### src/rtl/memmap_opt_pkg.sv
package memmap_opt_pkg;
   localparam int unsigned OPT_DATA_W   = 8;
   localparam int unsigned BIT_BANK_LO  = 7;
   localparam int unsigned BIT_BANK_HI  = 6;
   localparam int unsigned BIT_SENSE    = 1;
   localparam int unsigned NUM_WIN      = 2;

   typedef enum logic {
      SENSE_FALL_ONLY  = 1'b0,
      SENSE_FALL_LEVEL = 1'b1
   } sense_e;
endpackage

### src/rtl/memmap_opt_reg.sv
module memmap_opt_reg
   import memmap_opt_pkg::*;
#(
   parameter int unsigned DATA_W = OPT_DATA_W
) (
   input  logic              clk,
   input  logic              rst_n,
   input  logic              wr_en,
   input  logic [DATA_W-1:0] wr_data,
   output logic [NUM_WIN-1:0] bank_ram,
   output sense_e            sense,
   output logic              locked,
   output logic [DATA_W-1:0] rd_data
);
   if (DATA_W < 8) begin : g_bad_width
      $error("memmap_opt_reg: DATA_W must be at least 8");
   end

   logic   bank_lo_q, bank_hi_q, lock_q;
   sense_e sense_q;

   always_ff @(posedge clk or negedge rst_n) begin
      if (!rst_n) begin
         bank_lo_q <= 1'b0;
         bank_hi_q <= 1'b0;
         sense_q   <= SENSE_FALL_LEVEL;
         lock_q    <= 1'b0;
      end else if (wr_en) begin
         bank_lo_q <= wr_data[BIT_BANK_LO];
         bank_hi_q <= wr_data[BIT_BANK_HI];
         if (!lock_q) begin
            sense_q <= sense_e'(wr_data[BIT_SENSE]);
            lock_q  <= 1'b1;
         end
      end
   end

   always_comb begin
      rd_data              = '0;
      rd_data[BIT_BANK_LO] = bank_lo_q;
      rd_data[BIT_BANK_HI] = bank_hi_q;
   end

   assign bank_ram = {bank_hi_q, bank_lo_q};
   assign sense    = sense_q;
   assign locked   = lock_q;
endmodule

### src/rtl/memmap_win_decode.sv
module memmap_win_decode
   import memmap_opt_pkg::*;
#(
   parameter int unsigned ADDR_W = 16,
   parameter logic [NUM_WIN*ADDR_W-1:0] WIN_LO = {16'h0100, 16'h0020},
   parameter logic [NUM_WIN*ADDR_W-1:0] WIN_HI = {16'h017F, 16'h004F}
) (
   input  logic [ADDR_W-1:0]  addr,
   input  logic [NUM_WIN-1:0] bank_ram,
   output logic               ram_sel,
   output logic               rom_sel
);
   logic [NUM_WIN-1:0] hit;

   for (genvar w = 0; w < NUM_WIN; w++) begin : g_win
      localparam logic [ADDR_W-1:0] LO = WIN_LO[w*ADDR_W +: ADDR_W];
      localparam logic [ADDR_W-1:0] HI = WIN_HI[w*ADDR_W +: ADDR_W];
      if (LO > HI) begin : g_bad_range
         $error("memmap_win_decode: window low bound above high bound");
      end
      assign hit[w] = (addr >= LO) && (addr <= HI);
   end

   assign ram_sel = |(hit &  bank_ram);
   assign rom_sel = |(hit & ~bank_ram);
endmodule

### src/rtl/memmap_irq_sense.sv
module memmap_irq_sense
   import memmap_opt_pkg::*;
#(
   parameter int unsigned SYNC_STAGES = 2
) (
   input  logic   clk,
   input  logic   rst_n,
   input  logic   pin_n,
   input  logic   ack,
   input  sense_e sense,
   output logic   sync_low,
   output logic   req
);
   if (SYNC_STAGES < 2) begin : g_bad_sync
      $error("memmap_irq_sense: SYNC_STAGES must be at least 2");
   end

   localparam int unsigned TAPS = SYNC_STAGES + 1;

   logic [TAPS-1:0] tap;
   logic            fall, latch_q;

   for (genvar s = 0; s < TAPS; s++) begin : g_stage
      if (s == 0) begin : g_first
         always_ff @(posedge clk or negedge rst_n)
            if (!rst_n) tap[s] <= 1'b1;
            else        tap[s] <= pin_n;
      end else begin : g_next
         always_ff @(posedge clk or negedge rst_n)
            if (!rst_n) tap[s] <= 1'b1;
            else        tap[s] <= tap[s-1];
      end
   end

   assign sync_low = ~tap[SYNC_STAGES-1];
   assign fall     = tap[SYNC_STAGES] & sync_low;

   always_ff @(posedge clk or negedge rst_n) begin
      if (!rst_n)    latch_q <= 1'b0;
      else if (fall) latch_q <= 1'b1;
      else if (ack)  latch_q <= 1'b0;
   end

   assign req = latch_q | ((sense == SENSE_FALL_LEVEL) & sync_low);
endmodule

### src/rtl/memmap_opt_ctl.sv
module memmap_opt_ctl
   import memmap_opt_pkg::*;
#(
   parameter int unsigned ADDR_W      = 16,
   parameter int unsigned SYNC_STAGES = 2
) (
   input  logic                  clk,
   input  logic                  rst_n,
   input  logic                  wr_en,
   input  logic [OPT_DATA_W-1:0] wr_data,
   output logic [OPT_DATA_W-1:0] rd_data,
   input  logic [ADDR_W-1:0]     addr,
   output logic                  ram_sel,
   output logic                  rom_sel,
   input  logic                  irq_pin_n,
   input  logic                  irq_ack,
   output logic                  irq_req
);
   if (ADDR_W < 9) begin : g_bad_addr
      $error("memmap_opt_ctl: ADDR_W too narrow for the bank windows");
   end

   localparam logic [ADDR_W-1:0] LO0 = ADDR_W'(16'h0020);
   localparam logic [ADDR_W-1:0] HI0 = ADDR_W'(16'h004F);
   localparam logic [ADDR_W-1:0] LO1 = ADDR_W'(16'h0100);
   localparam logic [ADDR_W-1:0] HI1 = ADDR_W'(16'h017F);

   logic [NUM_WIN-1:0] bank_ram;
   sense_e             sense_mode;
   logic               locked;
   logic               sync_low;

   memmap_opt_reg #(.DATA_W(OPT_DATA_W)) u_reg (
      .clk      (clk),
      .rst_n    (rst_n),
      .wr_en    (wr_en),
      .wr_data  (wr_data),
      .bank_ram (bank_ram),
      .sense    (sense_mode),
      .locked   (locked),
      .rd_data  (rd_data)
   );

   memmap_win_decode #(
      .ADDR_W (ADDR_W),
      .WIN_LO ({LO1, LO0}),
      .WIN_HI ({HI1, HI0})
   ) u_dec (
      .addr     (addr),
      .bank_ram (bank_ram),
      .ram_sel  (ram_sel),
      .rom_sel  (rom_sel)
   );

   memmap_irq_sense #(.SYNC_STAGES(SYNC_STAGES)) u_irq (
      .clk      (clk),
      .rst_n    (rst_n),
      .pin_n    (irq_pin_n),
      .ack      (irq_ack),
      .sense    (sense_mode),
      .sync_low (sync_low),
      .req      (irq_req)
   );
endmodule

### config.mk
export PLATFORM = sky130hd
export DESIGN_NAME = memmap_opt_ctl
export DESIGN_NICKNAME = d
export VERILOG_FILES = /design/src/rtl/memmap_opt_pkg.sv /design/src/rtl/memmap_opt_reg.sv /design/src/rtl/memmap_win_decode.sv /design/src/rtl/memmap_irq_sense.sv /design/src/rtl/memmap_opt_ctl.sv
export SDC_FILE = /design/constraint.sdc
export NUM_CORES = 1
export LEC_CHECK = 0
export CORE_AREA = 2 2 43 45
export DETAILED_ROUTE_END_ITERATION = 10
export DIE_AREA = 0 0 45 47
export PLACE_DENSITY_LB_ADDON = 0.2
export SYNTH_ARGS = -nofsm -noshare
export SYNTH_HDL_FRONTEND = slang
export SYNTH_HIERARCHICAL = 1
export SYNTH_SLANG_ARGS = --single-unit
export TNS_END_PERCENT = 1
### constraint.sdc
create_clock -name clk -period 1.3 [get_ports clk]
set_clock_uncertainty 0.15 [all_clocks]
set_input_delay 0.13 -clock clk [delete_from_list [all_inputs] [get_ports clk]]
set_output_delay 0.13 -clock clk [all_outputs]
set_load 0.02 [all_outputs]
==> results.md, run 1 <==
* Leading cell types by count after synthesis: sky130_fd_sc_hd__buf_4, sky130_fd_sc_hd__dfrtp_1, sky130_fd_sc_hd__dfstp_2
* Critical path start-end classification: reg2out
* Count of nets left with antenna violations after detail routing at 0
* Final hold viol count at 3
* Net count, final at 96
* Nature of the critical path startpoint: flop
* Via count at 350
* Total I/O pin count at 40
* CP cell instances: nor2b_4 > a211oi_2 > buf_4
* VDD IR max at 0.000493 V
* EDFF count, synth at 0
* Predominant post-synthesis flop cell: sky130_fd_sc_hd__dfstp_2
* Number of max-cap violations at 0
* Routed wire length at 939 um
* Syn Inst Count at 37
* Family with the most delay on the worst path: flip-flops
* Violations in the final reports: hold timing, setup timing
* Routed vias/inst at 4.22
* Upper clock frequency limit at between 700 and 800 MHz
* Total power per unit cell area at around 900 mW/mm^2
* Count of pins over their slew limit at 0
* Worst hold-check path type: in2async
* Proportion of synthesized chip area in sequential cells at 0.465
* Result of the run: complete, but fails checks
* Number of synthesis warnings at 6
* Vertical die dimension at 47 um
* Detailed Routing Iterations Pass 1 at 2
* Netlist area before placement at between 400 and 500 um^2
* Overall Power at 0.659 mW
* Die Span X at 45 um
* GP Congestion at 0.608
* Clock tree from TritonCTS: done
* Fraction of post-synthesis cell area in the top cell type by area at 0.238
* Final worst-path setup slack at -0.102 ns
* Unrepaired setup endpoints after global routing: yes
* Area of the placeable core at 0.00165 mm^2
* Number of port buffers at 24
* Number of antenna violations at the first check in global routing at 0
* FF+latch count, synth at 8
* Wire length of the first global-routing pass at between 1000 and 1500 um
* Number of core rows at 15
* Residual overflow from global routing at 0
* Per-cell routed wire length at approximately 11 um
* Fin Hold WS at -0.00259 ns
* Cell type contributing the most total cell area after synthesis: sky130_fd_sc_hd__dfstp_2
* Post-CTS Hold Buffers at 0
* Sum of net half-perimeters after detailed placement at ~710 um
* Crit-path slowest cell: sky130_fd_sc_hd__dfrtp_1
* Clock period minus final worst setup slack at between 1 and 1.5 ns
* Clock sink count at 8
* Clock slew at the register clock pins of the worst setup and hold paths at 0.06 ns
* Flop2flop setup slack at ~0.12 ns
* Async S/R FF share, synth at 1.00
* Required arrival time at the worst endpoint at just over 1 ns
* Unique cell type count in the Yosys netlist at 19
* Post-route DRC at 0
* Source-to-sink clock delay at the later pin of the worst-skew pair at 0.24 ns
* Most frequent cell after synthesis: sky130_fd_sc_hd__buf_4
* Cell area reported after detailed placement at 684 um^2
* Type of destination of the critical path: output pin
* Fraction of final layout cells sized beyond drive strength 1 at 0.545
* Number of global-route vias before repair at 342
* Number of buffer and inverter instances along the worst setup path at 1
* Final setup violation count at 3
* Maximum fanout count along the critical path at 2
* CTS buffer count at 3
* Portion of the clock cycle consumed by the worst path in the final layout at 1.08
* Deepest level of the CTS H-tree at 1
* Crit path DAT at 1.12 ns
* Number of design-rule violations left by the first detailed-router iteration at 3
* Initial cell density of the core at 0.267
* Post-Synthesis Mean Instance Area at 11.9 um^2
* Buffer type at the clock tree root: sky130_fd_sc_hd__clkbuf_4
* Full die area at 0.00212 mm^2
* Number of filler instances in the final layout at 170
* Stage delay of the slowest cell on the critical path at approximately 0.38 ns
* Area growth from synthesis to layout at 66.0%
* Largest net degree at the start of global routing at 9
* Maximum buffer depth of the clock tree at 2
* Cell types occupying the most area after synthesis: sky130_fd_sc_hd__dfstp_2, sky130_fd_sc_hd__dfrtp_1, sky130_fd_sc_hd__buf_4, sky130_fd_sc_hd__nor4_2, sky130_fd_sc_hd__mux2_1
* Leakage power at 0.325 nW
* Global-route usage over all layers at 0.0897
* Number of diodes added for antenna fixing at 0
* Finished Cell Area at 733 um^2
[layout by cell type, fill, tap and decap left out, types with 2 or more instances in the layout]
master	count
sky130_fd_sc_hd__clkbuf_4	3
sky130_fd_sc_hd__dfrtp_1	4
sky130_fd_sc_hd__buf_4	8
sky130_fd_sc_hd__dfstp_2	4
sky130_fd_sc_hd__nor2b_4	2
sky130_fd_sc_hd__dlygate4sd2_1	6
sky130_fd_sc_hd__mux2_1	2
sky130_fd_sc_hd__buf_6	2
sky130_fd_sc_hd__conb_1	6
sky130_fd_sc_hd__nor4_4	2
sky130_fd_sc_hd__buf_2	6
sky130_fd_sc_hd__clkdlybuf4s50_1	7
[cells by family (layout without fill, tap and decap cells)]
group	after synthesis	in the layout	share of synthesized area
flip-flops	8	8	0.465
AND/OR/NAND/NOR	8	8	0.156
AO/OA/AOI/OAI	5	5	0.0991
multiplexers	3	3	0.0850
buffers and inverters	12	36	0.187
other	1	6	0.00849
[power breakdown]
group / total, mW / leakage (nW) / switching (mW) / internal, mW
registers: 0.284 / 0.0863 / 0.0113 / 0.273
clock network: 0.203 / 0.0150 / 0.0858 / 0.117
logic: 0.172 / 0.224 / 0.0759 / 0.0957
[area by class of cell]
| cell class | count | area, um^2 | area share |
|---|---|---|---|
| Timing Repair Buffer | 30 | 246 | 0.336 |
| Multi-Input combinational cell | 22 | 226 | 0.309 |
| Sequential cell | 8 | 205 | 0.280 |
| Clock buffer | 4 | 26.3 | 0.0358 |
| Tap cell | 17 | 21.3 | 0.0290 |
| Inverter | 2 | 7.51 | 0.0102 |
[path summary, 6_finish.rpt]
path                            startpoint         endpoint  cells after the start
setup / recovery           u_reg/bank_lo_q          rom_sel                      3
hold / removal                       rst_n  u_reg/bank_hi_q                      1
setup reg to reg           u_reg/bank_lo_q  u_reg/bank_lo_q                      3
min in group clk                 irq_pin_n     u_irq/tap[0]                      1
max in group asynchronous            rst_n     u_irq/tap[2]                      1
hold reg to reg               u_irq/tap[0]     u_irq/tap[1]                      0
[registers in the layout, summed over array words and instances (netlist names)]
register / flops
u_reg/bank_hi_q: 1
u_irq/latch_q: 1
u_reg/sense: 1
u_reg/locked: 1
u_reg/bank_lo_q: 1
u_irq/tap: 3
[layer usage]
| metal | GRT usage | part of all wire | vias to the layer above |
|---|---|---|---|
| met5 | 0 | 0 | - |
| met4 | 0.0706 | 0 | 0 |
| met3 | 0.0308 | 0.17 | 0 |
| met2 | 0.151 | 0.47 | 24 |
| met1 | 0.0909 | 0.36 | 157 |
| li1 | - | - | 169 |
[stage by stage]
step           cells  utilization  setup TNS [ns]  hold WS (ns)  setup slack, ns
2_1_floorplan     42            -               0        -0.316           0.0271
3_3_place_gp      78        0.414           -1.86         0.196           -0.769
3_5_place_dp      78        0.414           -1.90         0.197           -0.775
4_1_cts           82        0.431          -0.297       0.00103           -0.114
5_1_grt           83        0.444          -0.409        0.0269           -0.136
6_report          83        0.444          -0.258      -0.00259           -0.102
[what timing repair did]
item	in CTS	in global routing
buffers inserted	0	1
endpoints found under the setup margin	5	3
gates resized for setup	59	5
pin swaps	5	5
endpoints found under the hold margin	0	0
Note: power is estimated with default switching activity, not from simulation.
==> inputs of run 2 (changes only) <==
==> constraint.sdc (replaced) <==
create_clock -name clk -period 1.4 [get_ports clk]
set_clock_uncertainty 0.15 [all_clocks]
set_input_delay 0.14 -clock clk [delete_from_list [all_inputs] [get_ports clk]]
set_output_delay 0.14 -clock clk [all_outputs]
set_load 0.02 [all_outputs]
==> results.md, run 2 (synthesized netlist as in run 1, its figures left out) <==
* Result of the run: complete, but fails checks
* Violations in the final reports: setup timing
* Worst hold-check path type: in2async
* Filler-free cell count of the finished design at 82 (-1.2%)
* Reg with most FFs: u_irq/tap
* Clock slew at the register clock pins of the worst setup and hold paths at 0.06 ns (about the same)
* Number of port buffers at 24 (unchanged)
* Number of max-cap violations at 0 (unchanged)
* Detail Route met2 WL at 432 um (-2.0%)
* Count of nets left with antenna violations after detail routing at 0 (unchanged)
* Per-cell routed wire length at 11.1 um (-2.2%)
* Leakage power at 0.320 nW (-1.6%)
* Unrepaired setup endpoints after global routing: yes
* Post-CTS Hold Buffers at 0 (unchanged)
* Final core area utilization at 0.445 (+0.000758)
* Clock sink count at 8 (unchanged)
* Commonest cells after routing, fill and taps aside: sky130_fd_sc_hd__clkdlybuf4s15_1, sky130_fd_sc_hd__clkdlybuf4s50_1, sky130_fd_sc_hd__buf_4, sky130_fd_sc_hd__conb_1
* Routed vias/inst at 4.17 (-1.1%)
* Global-route usage over all layers at 0.0905 (+0.000801)
* Wire length of the first global-routing pass at 1330 um (+3.2%)
* Startpoint of the worst-slack reg-to-reg timing path: u_irq/tap[1]
* CTS buffer count at 3 (unchanged)
* CP cell instances: clkdlybuf4s15_1 > nor4_4 > o311ai_4 > a211oi_2 > buf_4
* Wire length the detailed router placed on met1 at 329 um (-3.5%)
* Area growth from synthesis to layout at 66.3%
* Maximum buffer depth of the clock tree at 2 (unchanged)
* Crit path DAT at 1.16 ns (+0.04 ns)
* Max FFs per register at 3 (unchanged)
* Final setup violation count at 2 (-1)
* Largest net degree at the start of global routing at 9 (unchanged)
* Number of antenna violations at the first check in global routing at 0 (unchanged)
* Vertical die dimension at 47 um (unchanged)
* Full die area at 0.00212 mm^2 (unchanged)
* Clock tree from TritonCTS: done
* Required arrival time at the worst endpoint at 1.11 ns (+0.09 ns)
* Type of destination of the critical path: output pin
* Maximum fanout count along the critical path at 2 (unchanged)
* Routed wire length at 907 um (-3.4%)
* Post-route DRC at 0 (unchanged)
* Die Span X at 45 um (unchanged)
* Portion of the clock cycle consumed by the worst path in the final layout at 1.03
* Final hold viol count at 0 (-3)
* Setup TNS at -0.0533 ns (+0.205 ns)
* Post-placement cell count at 78 (unchanged)
* Overall Power at 0.605 mW (-8.2%)
* Source-to-sink clock delay at the later pin of the worst-skew pair at 0.24 ns (about the same)
* Total power per unit cell area at 824 mW/mm^2 (-8.4%)
* Source of the critical timing path: addr[12]
* Residual overflow from global routing at 0 (unchanged)
* Buffer type at the clock tree root: sky130_fd_sc_hd__clkbuf_4
* Number of design-rule violations left by the first detailed-router iteration at 2 (-1)
* Upper clock frequency limit at between 600 and 700 MHz
* Final worst-path setup slack at -0.0462 ns (+0.0553 ns)
* Deepest level of the CTS H-tree at 1 (unchanged)
* Highest routed layer: met3
* Crit-path slowest cell: sky130_fd_sc_hd__nor4_4
* Sum of net half-perimeters after detailed placement at 727 um (+2.6%)
* Nature of the critical path startpoint: primary input
* Number of global-route vias before repair at 326 (-4.7%)
* Net count, final at 95 (-1.0%)
* Met3 wire len at 144 um (-7.7%)
* Total I/O pin count at 40 (unchanged)
* Area of the placeable core at 0.00165 mm^2 (unchanged)
* VDD IR max at 0.000468 V (-4.9%)
* Fraction of final layout cells sized beyond drive strength 1 at 0.446 (-0.0993)
* Via count at 342 (-2.3%)
* Stage delay of the slowest cell on the critical path at 0.31 ns (-0.07 ns)
* Clock period minus final worst setup slack at ~1.4 ns
* Count of pins over their slew limit at 0 (unchanged)
* Post-CTS Setup Inserts at 0 (unchanged)
* Initial cell density of the core at 0.267 (unchanged)
* Number of diodes added for antenna fixing at 0 (unchanged)
* Detailed Routing Iterations Pass 1 at 2 (unchanged)
* Critical path start-end classification: in2out
* GP Congestion at 0.607 (about the same)
* Number of core rows at 15 (unchanged)
-- run 2: metrics by stage --
step / cell area (um^2) / worst slack [ns] / hold WS, ns
after floorplan: 460 / 0.117 / -0.306
after global placement: 684 / -0.689 / 0.196
after detailed placement: 684 / -0.752 / 0.197
after CTS: 704 / -0.128 / 0.0110
after global routing: 734 / -0.133 / 0.0369
final: 734 / -0.0462 / 0.00796
-- run 2: worst paths after layout --
check | endpoint | slack (ns) | depth (start not counted)
max in group asynchronous | u_irq/tap[2] | 0.78 | 1
min in group clk | u_irq/tap[0] | 0.15 | 1
min | u_reg/bank_hi_q | 0.008 | 1
max reg2reg | u_irq/latch_q | 0.26 | 3
min reg2reg | u_irq/tap[1] | 0.20 | 0
max | rom_sel | -0.05 | 5
-- run 2: timing repair --
item,in CTS,in global routing
endpoints found under the hold margin,0,0
pin swaps,5,4
gates resized for setup,37,14
endpoints found under the setup margin,5,5
-- run 2: layout make-up --
type | instances | area (um^2)
flip-flops and latches | 8 | 205
clock buffers | 4 | 26.3
repair buffers | 29 | 251
inverters | 2 | 7.51
multi-input cells | 22 | 223
well taps | 17 | 21.3
fillers | 166 | 917
-- run 2: layer usage --
layer	vias up	track usage
met1	152	0.0956
met3	0	0.0308
met4	0	0.0706
met5	-	0
met2	24	0.149
li1	166	-
-- run 2: worst max-delay path: cells and delay by family --
family	cells	cell delay [ns]
AOI/OAI and AO/OA	2	0.34
buffers and inverters	2	0.36
and+or+nand+nor	1	0.31
-- run 2: power breakdown --
group          leakage (nW)  internal [mW]  switching (mW)
clock network        0.0150          0.109          0.0794
logic                 0.219         0.0850          0.0681
registers            0.0863          0.254         0.00991
==> inputs of run 3 (changes only) <==
--- a/config.mk
+++ b/config.mk
@@ -5,9 +5,11 @@
 export SDC_FILE = /design/constraint.sdc
 export NUM_CORES = 1
 export LEC_CHECK = 0
-export CORE_AREA = 2 2 43 45
+export CELL_PAD_IN_SITES_DETAIL_PLACEMENT = 0
+export CELL_PAD_IN_SITES_GLOBAL_PLACEMENT = 1
+export CORE_AREA = 2 2 50 52
 export DETAILED_ROUTE_END_ITERATION = 10
-export DIE_AREA = 0 0 45 47
+export DIE_AREA = 0 0 52 54
 export PLACE_DENSITY_LB_ADDON = 0.2
 export SYNTH_ARGS = -nofsm -noshare
 export SYNTH_HDL_FRONTEND = slang
==> results.md, run 3 (synthesized netlist as in run 1, its figures left out) <==
* Area growth from synthesis to layout at 69.1%
* R2r worst-path depth at 3 (unchanged)
* Total net switching power at 0.157 mW (-0.12%)
* Number of core rows at 18 (+3)
* Number of diodes added for antenna fixing at 0 (unchanged)
* Clock sink count at 8 (unchanged)
* Routed wire length at 933 um (+2.9%)
* Sum of net half-perimeters after detailed placement at 742 um (+2.1%)
* Detailed Routing Iterations Pass 1 at 2 (unchanged)
* Source of the critical timing path: u_irq/tap[1]
* Reg with most FFs: u_irq/tap
* Number of filler instances in the final layout at 256 (+54%)
* Cell area reported after detailed placement at 701 um^2 (+2.4%)
* Internal power at 0.447 mW (-0.16%)
* CTS buffer count at 3 (unchanged)
* Filler-free cell count of the finished design at 95 (+16%)
* Final hold viol count at 0 (unchanged)
* Via count at 337 (-1.5%)
* Portion of the clock cycle consumed by the worst path in the final layout at 1.01 (-0.0252)
* Violations in the final reports: setup timing
* Full die area at 0.00281 mm^2 (+33%)
* Finished Cell Area at 747 um^2 (+1.7%)
* Number of global-route vias before repair at 311 (-4.6%)
* Number of port buffers at 24 (unchanged)
* Setup crit end: irq_req
* Largest net degree at the start of global routing at 9 (unchanged)
* Clock tree from TritonCTS: done
* Source-to-sink clock delay at the later pin of the worst-skew pair at 0.25 ns (about the same)
* Unrepaired setup endpoints after global routing: yes
* Flop2flop setup slack at 0.26 ns (about the same)
* Post-placement cell count at 91 (+17%)
* Register share of total power at 0.435 (about the same)
* Required arrival time at the worst endpoint at 1.11 ns (about the same)
* Buffer type at the clock tree root: sky130_fd_sc_hd__clkbuf_4
* Clk network pwr share at 0.313 (+0.002)
* Initial cell density of the core at 0.190 (-0.0770)
* Die Span X at 52 um (+16%)
* VDD IR max at 0.000472 V (+0.69%)
* Critical path start-end classification: reg2out
* Per-cell routed wire length at 9.82 um (-11%)
* Startpoint of the worst-slack reg-to-reg timing path: u_irq/tap[1]
* Switching part of the total at 0.260 (about the same)
* Number of design-rule violations left by the first detailed-router iteration at 1 (-1)
* CP cell instances: inv_2 > a21o_2 > buf_6
* Vertical die dimension at 54 um (+15%)
* Clock slew at the register clock pins of the worst setup and hold paths at 0.06 ns (about the same)
* Maximum buffer depth of the clock tree at 2 (unchanged)
* Result of the run: complete, but fails checks
* Fraction of final layout cells sized beyond drive strength 1 at 0.477 (+0.0308)
* Worst hold-check path type: in2async
* Max FFs per register at 3 (unchanged)
* Clock period minus final worst setup slack at 1.41 ns (-0.0353 ns)
* Power share of the combinational group at 0.252 (about the same)
* Deepest level of the CTS H-tree at 1 (unchanged)
* Crit-path slowest cell: sky130_fd_sc_hd__dfstp_2
* Upper clock frequency limit at 709 MHz (+2.5%)
* Final worst-path setup slack at -0.0109 ns (+0.0353 ns)
* Total power per unit cell area at 809 mW/mm^2 (-1.8%)
* Count of pins over their slew limit at 0 (unchanged)
* Count of nets left with antenna violations after detail routing at 0 (unchanged)
* Total I/O pin count at 40 (unchanged)
* Crit path DAT at 1.12 ns (-0.04 ns)
* Wire length of the first global-routing pass at 1400 um (+5.2%)
* Maximum fanout count along the critical path at 2 (unchanged)
* Post-route DRC at 0 (unchanged)
* Leakage power at 0.326 nW (+2.0%)
* Type of destination of the critical path: output pin
* Area of the placeable core at 0.00232 mm^2 (+40%)
* Fin Hold WS at 0.00555 ns (-0.00241 ns)
* Final setup violation count at 3 (+1)
* Global-route usage over all layers at 0.0692 (-0.0212)
* Commonest cells after routing, fill and taps aside: sky130_fd_sc_hd__clkdlybuf4s50_1, sky130_fd_sc_hd__buf_4, sky130_fd_sc_hd__conb_1, sky130_fd_sc_hd__clkdlybuf4s15_1, sky130_fd_sc_hd__clkbuf_2
* Stage delay of the slowest cell on the critical path at 0.53 ns (+0.22 ns)
* Routed vias/inst at 3.55 (-15%)
* GP Congestion at 0.615 (+1.2%)
* Net count, final at 95 (unchanged)
* Residual overflow from global routing at 0 (unchanged)
* Number of max-cap violations at 0 (unchanged)
* Endpoint of the lowest-slack register-to-register path: u_irq/latch_q
* Number of antenna violations at the first check in global routing at 0 (unchanged)
* Nature of the critical path startpoint: flop
## run 3: changes by cell type in the layout (fill, tap and decap cells not counted), sizes merged
| cell | delta |
|---|---|
| buf | -1 |
| dlygate4sd2 | -1 |
| dlymetal6s2s | +1 |
| clkdlybuf4s15 | -2 |
| clkbuf | +3 |
## run 3: power by group through the flow
stage	combinational [mW]	clock, mW	sequential [mW]
6_report	0.152	0.189	0.263
5_1_grt	0.165	0.218	0.266
4_1_cts	0.141	0.198	0.263
3_3_place_gp	0.154	0	0.267
3_5_place_dp	0.155	0	0.267
2_1_floorplan	0.0825	0	0.264
## run 3: layout make-up
type,count,area [um^2],area share
Sequential cell,8,205,0.275
Inverter,2,7.51,0.0101
Multi-Input combinational cell,22,223,0.298
Timing Repair Buffer,29,248,0.332
Clock buffer,4,26.3,0.0352
Tap cell,30,37.5,0.0503
## run 3: worst min path at each step
stage	to	start	cells past startpoint
finish	u_reg/bank_hi_q	rst_n	1
global route	u_reg/bank_hi_q	rst_n	1
CTS	u_reg/bank_hi_q	rst_n	1
detailed placement	u_irq/tap[1]	u_irq/tap[0]	0
global placement	u_irq/tap[1]	u_irq/tap[0]	0
floorplan	u_irq/latch_q	rst_n	0
## run 3: critical path, delay by kind of cell (launching register included)
kind,cells,cell delay [ns]
compound gates,1,0.18
flops,1,0.53
buf+inv,2,0.16
## run 3: layer usage
metal,GRT usage,up-vias,wire length [um],share of wire
met5,0,-,0,0
met3,0.0306,0,141,0.15
met2,0.0823,23,378,0.41
met4,0.0526,0,0,0
met1,0.0943,147,412,0.44
li1,-,167,-,-
## run 3: timing repair
item,CTS,global route
gates resized for setup,35,18
pin swaps,5,5
hold buffers,0,0
setup endpoints to repair,5,4
buffers inserted,0,0
## run 3: through the flow
stage / TNS, ns / utilization / worst slack, ns / total power [mW]
floorplan: 0 / - / 0.117 / 0.346
global placement: -1.58 / 0.302 / -0.741 / 0.421
detailed placement: -1.57 / 0.302 / -0.742 / 0.421
CTS: -0.255 / 0.311 / -0.114 / 0.602
global route: -0.203 / 0.322 / -0.0708 / 0.649
finish: -0.0256 / 0.322 / -0.0109 / 0.604
